<file path="config.mk">
export PLATFORM = sky130hd
export DESIGN_NAME = boot_loader_ctrl
export DESIGN_NICKNAME = d
export VERILOG_FILES = /design/src/rtl/boot_pkg.sv /design/src/rtl/boot_fifo.sv /design/src/rtl/boot_mode_track.sv /design/src/rtl/boot_seq.sv /design/src/rtl/boot_loader_ctrl.sv
export SDC_FILE = /design/constraint.sdc
export NUM_CORES = 1
export LEC_CHECK = 0
export ABC_AREA = 1
export BUFFER_PORTS_ARGS = -buffer_cell sky130_fd_sc_hd__buf_2
export CAP_MARGIN = 15
export CORE_MARGIN = 5
export CORE_UTILIZATION = 40
export CTS_CLUSTER_DIAMETER = 60
export DETAILED_ROUTE_END_ITERATION = 8
export GPL_TIMING_DRIVEN = 1
export SLEW_MARGIN = 20
export SYNTH_ARGS = -nofsm -noshare
export SYNTH_HDL_FRONTEND = slang
export SYNTH_SLANG_ARGS = --single-unit
</file>
<file path="constraint.sdc">
create_clock -name clk -period 3.35 [get_ports clk]
set_clock_uncertainty 0.15 [all_clocks]
set_input_delay 0.1675 -clock clk [delete_from_list [all_inputs] [get_ports clk]]
set_output_delay 0.1675 -clock clk [all_outputs]
set_load 0.02 [all_outputs]
</file>
<file path="src/rtl/boot_pkg.sv">
`timescale 1ns/1ps
// Shared types for the boot loader controller.
// Mode encodings are fixed by the external control register and must not move.
package boot_pkg;

    typedef enum logic [1:0] {
        MODE_HALT   = 2'b00,
        MODE_MIRROR = 2'b01,
        MODE_HOST   = 2'b10,
        MODE_STORE  = 2'b11
    } boot_mode_e;

    typedef enum logic [2:0] {
        ST_HALT,
        ST_HOST,
        ST_NV_REQ,
        ST_NV_WAIT,
        ST_DONE
    } seq_state_e;

endpackage

</file>
<file path="src/rtl/boot_fifo.sv">
`timescale 1ns/1ps
// Input byte FIFO for host packets.
// Drops pushes while full and ignores pops while empty. A flush empties it in one cycle.
// Assumes DEPTH >= 2.
module boot_fifo #(
    parameter int DATA_W = 8,
    parameter int DEPTH  = 32
) (
    input  logic              clk,
    input  logic              rst_n,
    input  logic              flush_i,
    input  logic              push_i,
    input  logic [DATA_W-1:0] din_i,
    input  logic              pop_i,
    output logic [DATA_W-1:0] dout_o,
    output logic              empty_o,
    output logic              full_o
);
    localparam int PW = $clog2(DEPTH);
    localparam int CW = $clog2(DEPTH + 1);
    localparam logic [CW-1:0] FULL_CNT = CW'(DEPTH);
    localparam logic [PW-1:0] LAST_PTR = PW'(DEPTH - 1);

    logic [DATA_W-1:0] mem [DEPTH];
    logic [PW-1:0]     wr_ptr, rd_ptr;
    logic [CW-1:0]     count;
    logic              do_push, do_pop;

    assign empty_o = (count == '0);
    assign full_o  = (count == FULL_CNT);
    assign do_push = push_i && !full_o && !flush_i;
    assign do_pop  = pop_i && !empty_o && !flush_i;
    assign dout_o  = mem[rd_ptr];

    // Store an accepted byte at the write pointer.
    always_ff @(posedge clk) begin
        if (do_push) mem[wr_ptr] <= din_i;
    end

    // Advance the pointers and the occupancy, or clear them on flush.
    always_ff @(posedge clk) begin
        if (!rst_n || flush_i) begin
            wr_ptr <= '0;
            rd_ptr <= '0;
            count  <= '0;
        end else begin
            if (do_push) wr_ptr <= (wr_ptr == LAST_PTR) ? '0 : wr_ptr + 1'b1;
            if (do_pop)  rd_ptr <= (rd_ptr == LAST_PTR) ? '0 : rd_ptr + 1'b1;
            case ({do_push, do_pop})
                2'b10:   count <= count + 1'b1;
                2'b01:   count <= count - 1'b1;
                default: count <= count;
            endcase
        end
    end

    AST_POP_NONEMPTY: assert property (@(posedge clk) disable iff (!rst_n)
        pop_i |-> !empty_o);
    AST_FULL_DROPS: assert property (@(posedge clk) disable iff (!rst_n)
        (full_o && push_i && !pop_i && !flush_i) |=> full_o);

endmodule

</file>
<file path="src/rtl/boot_mode_track.sv">
`timescale 1ns/1ps
// Registers the boot mode that the current load runs under and flags any change.
// Out of reset the registered mode is halt, so a non-halt mode starts a load at once.
module boot_mode_track
    import boot_pkg::*;
(
    input  logic       clk,
    input  logic       rst_n,
    input  logic [1:0] mode_i,
    output boot_mode_e mode_new_o,
    output boot_mode_e mode_q_o,
    output logic       restart_o
);
    assign mode_new_o = boot_mode_e'(mode_i);
    assign restart_o  = (mode_new_o != mode_q_o);

    // Capture the mode that is in force for the running load.
    always_ff @(posedge clk) begin
        if (!rst_n) mode_q_o <= MODE_HALT;
        else        mode_q_o <= mode_new_o;
    end

endmodule

</file>
<file path="src/rtl/boot_seq.sv">
`timescale 1ns/1ps
// Load sequencer: walks program memory addresses from 0 to the top and fetches each byte
// from the host FIFO or from storage. It mirrors host bytes into storage in mirror mode
// and signals completion.
// Assumes at most one storage read outstanding, with its response arriving after acceptance.
module boot_seq
    import boot_pkg::*;
#(
    parameter int ADDR_W = 13,
    parameter int DATA_W = 8
) (
    input  logic              clk,
    input  logic              rst_n,
    input  logic              restart_i,
    input  boot_mode_e        new_mode_i,
    input  boot_mode_e        active_mode_i,
    input  logic              fifo_empty_i,
    input  logic [DATA_W-1:0] fifo_data_i,
    output logic              fifo_pop_o,
    output logic              host_phase_o,
    output logic              pm_we_o,
    output logic [ADDR_W-1:0] pm_addr_o,
    output logic [DATA_W-1:0] pm_wdata_o,
    output logic              nv_req_valid_o,
    output logic              nv_req_write_o,
    output logic [ADDR_W-1:0] nv_req_addr_o,
    output logic [DATA_W-1:0] nv_req_wdata_o,
    input  logic              nv_req_ready_i,
    input  logic              nv_rsp_valid_i,
    input  logic [DATA_W-1:0] nv_rsp_data_i,
    output logic              done_o
);
    localparam logic [ADDR_W-1:0] TOP_ADDR = {ADDR_W{1'b1}};

    seq_state_e        state, state_nxt;
    logic [ADDR_W-1:0] addr_q;
    logic              at_top;

    // Pick the first state of a load for a given mode.
    function automatic seq_state_e first_state(boot_mode_e m);
        case (m)
            MODE_MIRROR, MODE_HOST: first_state = ST_HOST;
            MODE_STORE:             first_state = ST_NV_REQ;
            default:                first_state = ST_HALT;
        endcase
    endfunction

    assign at_top         = (addr_q == TOP_ADDR);
    assign pm_addr_o      = addr_q;
    assign nv_req_addr_o  = addr_q;
    assign nv_req_wdata_o = fifo_data_i;
    assign pm_wdata_o     = (state == ST_NV_WAIT) ? nv_rsp_data_i : fifo_data_i;
    assign host_phase_o   = (state == ST_HOST);
    assign done_o         = (state == ST_DONE);

    // Decide the strobes for this cycle and the next state; a restart silences everything.
    always_comb begin
        fifo_pop_o     = 1'b0;
        pm_we_o        = 1'b0;
        nv_req_valid_o = 1'b0;
        nv_req_write_o = 1'b0;
        state_nxt      = state;
        if (!restart_i) begin
            case (state)
                ST_HOST: begin
                    if (!fifo_empty_i) begin
                        if (active_mode_i == MODE_MIRROR) begin
                            nv_req_valid_o = 1'b1;
                            nv_req_write_o = 1'b1;
                            fifo_pop_o     = nv_req_ready_i;
                            pm_we_o        = nv_req_ready_i;
                        end else begin
                            fifo_pop_o = 1'b1;
                            pm_we_o    = 1'b1;
                        end
                    end
                    if (pm_we_o && at_top) state_nxt = ST_DONE;
                end
                ST_NV_REQ: begin
                    nv_req_valid_o = 1'b1;
                    if (nv_req_ready_i) state_nxt = ST_NV_WAIT;
                end
                ST_NV_WAIT: begin
                    if (nv_rsp_valid_i) begin
                        pm_we_o   = 1'b1;
                        state_nxt = at_top ? ST_DONE : ST_NV_REQ;
                    end
                end
                default: state_nxt = state;
            endcase
        end
    end

    // Hold the state and the byte address; restart from address 0 on any mode change.
    always_ff @(posedge clk) begin
        if (!rst_n) begin
            state  <= ST_HALT;
            addr_q <= '0;
        end else if (restart_i) begin
            state  <= first_state(new_mode_i);
            addr_q <= '0;
        end else begin
            state <= state_nxt;
            if (pm_we_o) addr_q <= addr_q + 1'b1;
        end
    end

    AST_HALT_QUIET: assert property (@(posedge clk) disable iff (!rst_n)
        (active_mode_i == MODE_HALT) |-> (!pm_we_o && !nv_req_valid_o && !fifo_pop_o));
    AST_ADDR_STEP: assert property (@(posedge clk) disable iff (!rst_n)
        pm_we_o |=> (addr_q == $past(addr_q) + 1'b1));
    AST_MIRROR_PAIR: assert property (@(posedge clk) disable iff (!rst_n)
        (pm_we_o && active_mode_i == MODE_MIRROR) |->
        (nv_req_valid_o && nv_req_ready_i && nv_req_write_o && nv_req_addr_o == pm_addr_o));
    AST_HOST_NO_NV: assert property (@(posedge clk) disable iff (!rst_n)
        (active_mode_i == MODE_HOST) |-> !nv_req_valid_o);
    AST_REQ_HOLD: assert property (@(posedge clk) disable iff (!rst_n)
        (nv_req_valid_o && !nv_req_ready_i && !restart_i) |=>
        (restart_i || (nv_req_valid_o && $stable(nv_req_addr_o))));
    AST_DONE_AFTER_TOP: assert property (@(posedge clk) disable iff (!rst_n)
        $rose(done_o) |-> ($past(pm_we_o) && $past(pm_addr_o) == TOP_ADDR));
    AST_RESTART_CLEAR: assert property (@(posedge clk) disable iff (!rst_n)
        restart_i |=> (!done_o && addr_q == '0));

endmodule

</file>
<file path="src/rtl/boot_loader_ctrl.sv">
`timescale 1ns/1ps
// Boot loader controller top: fills program memory from the host FIFO or from storage,
// according to the boot mode, then releases the processor.
// Assumes the host sends a packet only while the FIFO reports empty.
module boot_loader_ctrl
    import boot_pkg::*;
#(
    parameter int ADDR_W    = 13,
    parameter int DATA_W    = 8,
    parameter int PKT_BYTES = 32
) (
    input  logic              clk,
    input  logic              rst_n,
    input  logic [1:0]        boot_mode,
    input  logic              host_push,
    input  logic [DATA_W-1:0] host_data,
    output logic              fifo_empty,
    output logic              fifo_full,
    output logic              pm_we,
    output logic [ADDR_W-1:0] pm_addr,
    output logic [DATA_W-1:0] pm_wdata,
    output logic              nv_req_valid,
    output logic              nv_req_write,
    output logic [ADDR_W-1:0] nv_req_addr,
    output logic [DATA_W-1:0] nv_req_wdata,
    input  logic              nv_req_ready,
    input  logic              nv_rsp_valid,
    input  logic [DATA_W-1:0] nv_rsp_data,
    output logic              cpu_rst_n,
    output logic              programmed
);
    boot_mode_e        mode_new, mode_q;
    logic              restart, host_phase, fifo_pop, push_ok, done;
    logic [DATA_W-1:0] fifo_data;

    // Host bytes are only taken while a host load is in progress.
    assign push_ok    = host_push && host_phase && !restart;
    assign cpu_rst_n  = done;
    assign programmed = done;

    boot_mode_track u_mode (
        .clk        (clk),
        .rst_n      (rst_n),
        .mode_i     (boot_mode),
        .mode_new_o (mode_new),
        .mode_q_o   (mode_q),
        .restart_o  (restart)
    );

    boot_fifo #(.DATA_W(DATA_W), .DEPTH(PKT_BYTES)) u_fifo (
        .clk     (clk),
        .rst_n   (rst_n),
        .flush_i (restart),
        .push_i  (push_ok),
        .din_i   (host_data),
        .pop_i   (fifo_pop),
        .dout_o  (fifo_data),
        .empty_o (fifo_empty),
        .full_o  (fifo_full)
    );

    boot_seq #(.ADDR_W(ADDR_W), .DATA_W(DATA_W)) u_seq (
        .clk            (clk),
        .rst_n          (rst_n),
        .restart_i      (restart),
        .new_mode_i     (mode_new),
        .active_mode_i  (mode_q),
        .fifo_empty_i   (fifo_empty),
        .fifo_data_i    (fifo_data),
        .fifo_pop_o     (fifo_pop),
        .host_phase_o   (host_phase),
        .pm_we_o        (pm_we),
        .pm_addr_o      (pm_addr),
        .pm_wdata_o     (pm_wdata),
        .nv_req_valid_o (nv_req_valid),
        .nv_req_write_o (nv_req_write),
        .nv_req_addr_o  (nv_req_addr),
        .nv_req_wdata_o (nv_req_wdata),
        .nv_req_ready_i (nv_req_ready),
        .nv_rsp_valid_i (nv_rsp_valid),
        .nv_rsp_data_i  (nv_rsp_data),
        .done_o         (done)
    );

    AST_RST_BEFORE_DONE: assert property (@(posedge clk) disable iff (!rst_n)
        (restart && !$past(restart)) |=> !cpu_rst_n);

endmodule

</file>
==> impl_metrics.toml <==
[status]
outcome = "finished, final reports clean"

[global_route]
grt_pass1_vias = 8798
grt_use_total_pct = 17.34
antenna_found_initial = 0
grt_overflow = 0
grt_pass1_wl_mm = 50.04
grt_max_degree = 129

[cts]
clkSinkCount = 295
cts.clk_slew.worst_paths_ns = 0.06
cts_tree = "done"
clkLatencyLatePin_ns = 0.54
cts_buffers = 31
clk_path_buf_depth = 3
cts_setup_buffers = 0
htreeDepth = 1
cts-root-buf = "clkbuf_16"

[detailed_routing]
first_iter_violations = 941
avgViaCountPerCell = 5.071
drtAntennaViolNets = 0
drt_pass1_iterations = 6
routed_wl_mm = 31.65
drc = 0
vias = 9097
routed_wire_length_per_instance_um = 17.64

[finish]
drive_above_1_share_pct = 11.69
regArea_um2 = 8473
multi_input_area_um2 = 3940
syn_to_final_growth_pct = 12.63
fin_cells = 1794
final_cell_mix = "nand2_1, edfxtp_1, nand3_1"
nets = 1365
n_antenna_cell = 0
layout_commonest_cell = "nand2_1"
fill_cells = 3096

[pwr]
powerDensity_nw_per_um2 = 503.9
p_leak_nw = 5.461
ir_drop_mv = 0.4175

[synth]
ys_seq_elements = 295
synth_warnings = 0
ys_seq_area_share_pct = 64.96
yosysTopAreaCellShare_pct = 58.97
syn-num-nets = 1314
syn_area_um2 = 13040
synth_area_leader_cell = "edfxtp_1"
avgSynthCellArea_um2 = 10.19
ys_types = 35
synth_area_leaders = "edfxtp_1, nand2_1, nand3_1"
syn_inst = 1279

[sta]
min_period_ns = 2.932
fin_crit_sh_pct = 87.51
finalSetupViolations = 0
rsz0062_at_grt = "no"
fmax_mhz = 341.1
max_slew_margin_pct = 42.61
worst_pin_slew_ns = 0.8576
drv_slew = 0
finalHoldViolations = 0
setup_tns_ns = 0

[job]
drv_cap = 0

[worst_setup_path]
crit_slowest_cell = "buf_12"
cp-start-kind = "register"
slowest_delay_ns = 0.36
cp.arrival_ns = 2.61
crit_type = "register to output pin"
required_ns = 3.03
cp-end-kind = "output pin"
critPathTopFamily = "simple AND/OR/NAND/NOR gates"
path_cells = "clkinv_2 > buf_12 > nand2_1 > nand3_1 > nand3_1 > nand2_1 > nand2_1 > nand3_1 > nand3_1 > nand2_1 > buf_2"
cp.buffers_inverters = 3
critPathMaxFanout = 128

[placement]
dp_cells = 1732
hpwl_mm = 19.10
place.gp.congestion = 0.8158
port_buffers = 71

[floorplan]
dieArea_um2 = 36300
num_rows = 66
fp.dieH_um = 190.5
start_util_pct = 40.27
core-area_um2 = 32370
die_w_um = 190.5
io_pins = 72

[min_path]
hp-class = "input pin to register"
==> worst reg2reg max path: stages, from the launching register on <==
cell and delay, ns:
dfxtp_1 0.35, nor2_1 0.19, nand3_2 0.14, nand2_1 0.08, inv_1 0.06, nand2_2 0.08, nor2_1 0.04, buf_4 0.16
ha_1 0.31, xnor2_1 0.24, inv_1 0.08, ha_1 0.20, a21o_1 0.18, nand3_1 0.08, nand2_1 0.07, nand2_1 0.06
nand2_1 0.04, o21ai_0 0.14, inv_1 0.05
==> layout make-up <==
| class | count | share of cell area, % |
|---|---|---|
| Sequential cell | 295 | 57.71 |
| Multi-Input combinational cell | 852 | 26.83 |
| Clock buffer | 39 | 5.488 |
| Timing Repair Buffer | 93 | 3.835 |
| Tap cell | 442 | 3.767 |
| Inverter | 57 | 1.508 |
| Clock inverter | 16 | 0.8607 |
==> sequential cells by signal (all words and copies together) (netlist names), named ones only <==
signal               cells
u_fifo.mem             256
u_seq.nv_req_addr_o     13
u_fifo.count             6
u_fifo.rd_ptr            5
u_fifo.wr_ptr            5
u_seq.state              3
u_mode.mode_q_o          2
==> synthesized netlist by cell type <==
cell type    n
nor2_2       2
xor2_1       7
clkbuf_1    11
and2_1       8
buf_4       15
nand2_1    417
nor2_1      69
inv_6        1
nand4_1      8
nand2_4      2
dfxtp_1     39
nand3_2      1
buf_1        8
buf_2       37
nor2_4       2
inv_2        4
nand2_2      7
nor2_8       1
nand3_4      2
a21oi_1     24
nor3_1       9
clkinv_2     1
buf_6        3
ha_1        12
o31ai_1      1
nor3_2       3
clkbuf_2     1
xnor2_2      1
o21ai_0     15
edfxtp_1   256
nand3b_1     2
a21o_1       1
inv_1       51
nand3_1    250
xnor2_1      8
==> stage by stage <==
stage                     cell area, µm²  utilization [%]  hold slack (ns)  total power (W)  setup WS, ns
after floorplan                    13040                -           0.1110         0.004189        0.7887
after global placement             13680            42.26           0.2460         0.004290        0.6104
after detailed placement           13680            42.26           0.2596         0.004294        0.5603
after CTS                          14680            45.36          0.04199         0.007468        0.3987
after global routing               14680            45.36          0.07323         0.007647        0.2491
final                              14680            45.36          0.05955         0.007399        0.4184
==> report_power, final <==
group,switching (W),total [W],internal [W]
Sequential,0.00000920,0.00400,0.00400
Combinational,0.000161,0.000215,0.0000547
Clock,0.00134,0.00318,0.00184
==> routing by layer <==
layer  wire (µm)  share of wire (%)  GRT usage, %
met1       14340                 45         24.69
met2       14570                 46         28.22
met5           0                  0             0
met3        2226                7.0         3.112
met4         508                1.6         3.398
==> worst paths after layout <==
kind / slack (ns) / cells after the start / start / to
worst max-delay path: 0.42 / 11 / register / pm_wdata[6]
worst min-delay path: 0.06 / 7 / nv_req_ready / u_seq.state[2]
worst max register to register: 0.56 / 18 / u_fifo.count[0] / u_fifo.count[4]
worst min register to register: 0.33 / 2 / u_seq.state[2] / u_seq.state[2]
==> logic make-up (layout without fill, tap and decap cells) <==
family | Yosys count | count (layout) | share of synthesized area [%]
adder cells (fa/ha/maj) | 12 | 12 | 1.152
buffers and inverters | 132 | 205 | 4.818
XOR/XNOR | 16 | 16 | 1.133
flip-flops | 295 | 295 | 64.96
AND/OR/NAND/NOR | 783 | 783 | 26.33
AO/OA/AOI/OAI | 41 | 41 | 1.613
==> repair_timing <==
item	in CTS	in global routing
hold endpoints to repair	10	0
hold buffers	7	0
gates resized for setup	0	0
endpoints found under the setup margin	0	0
(Power assumes the default switching activity.)
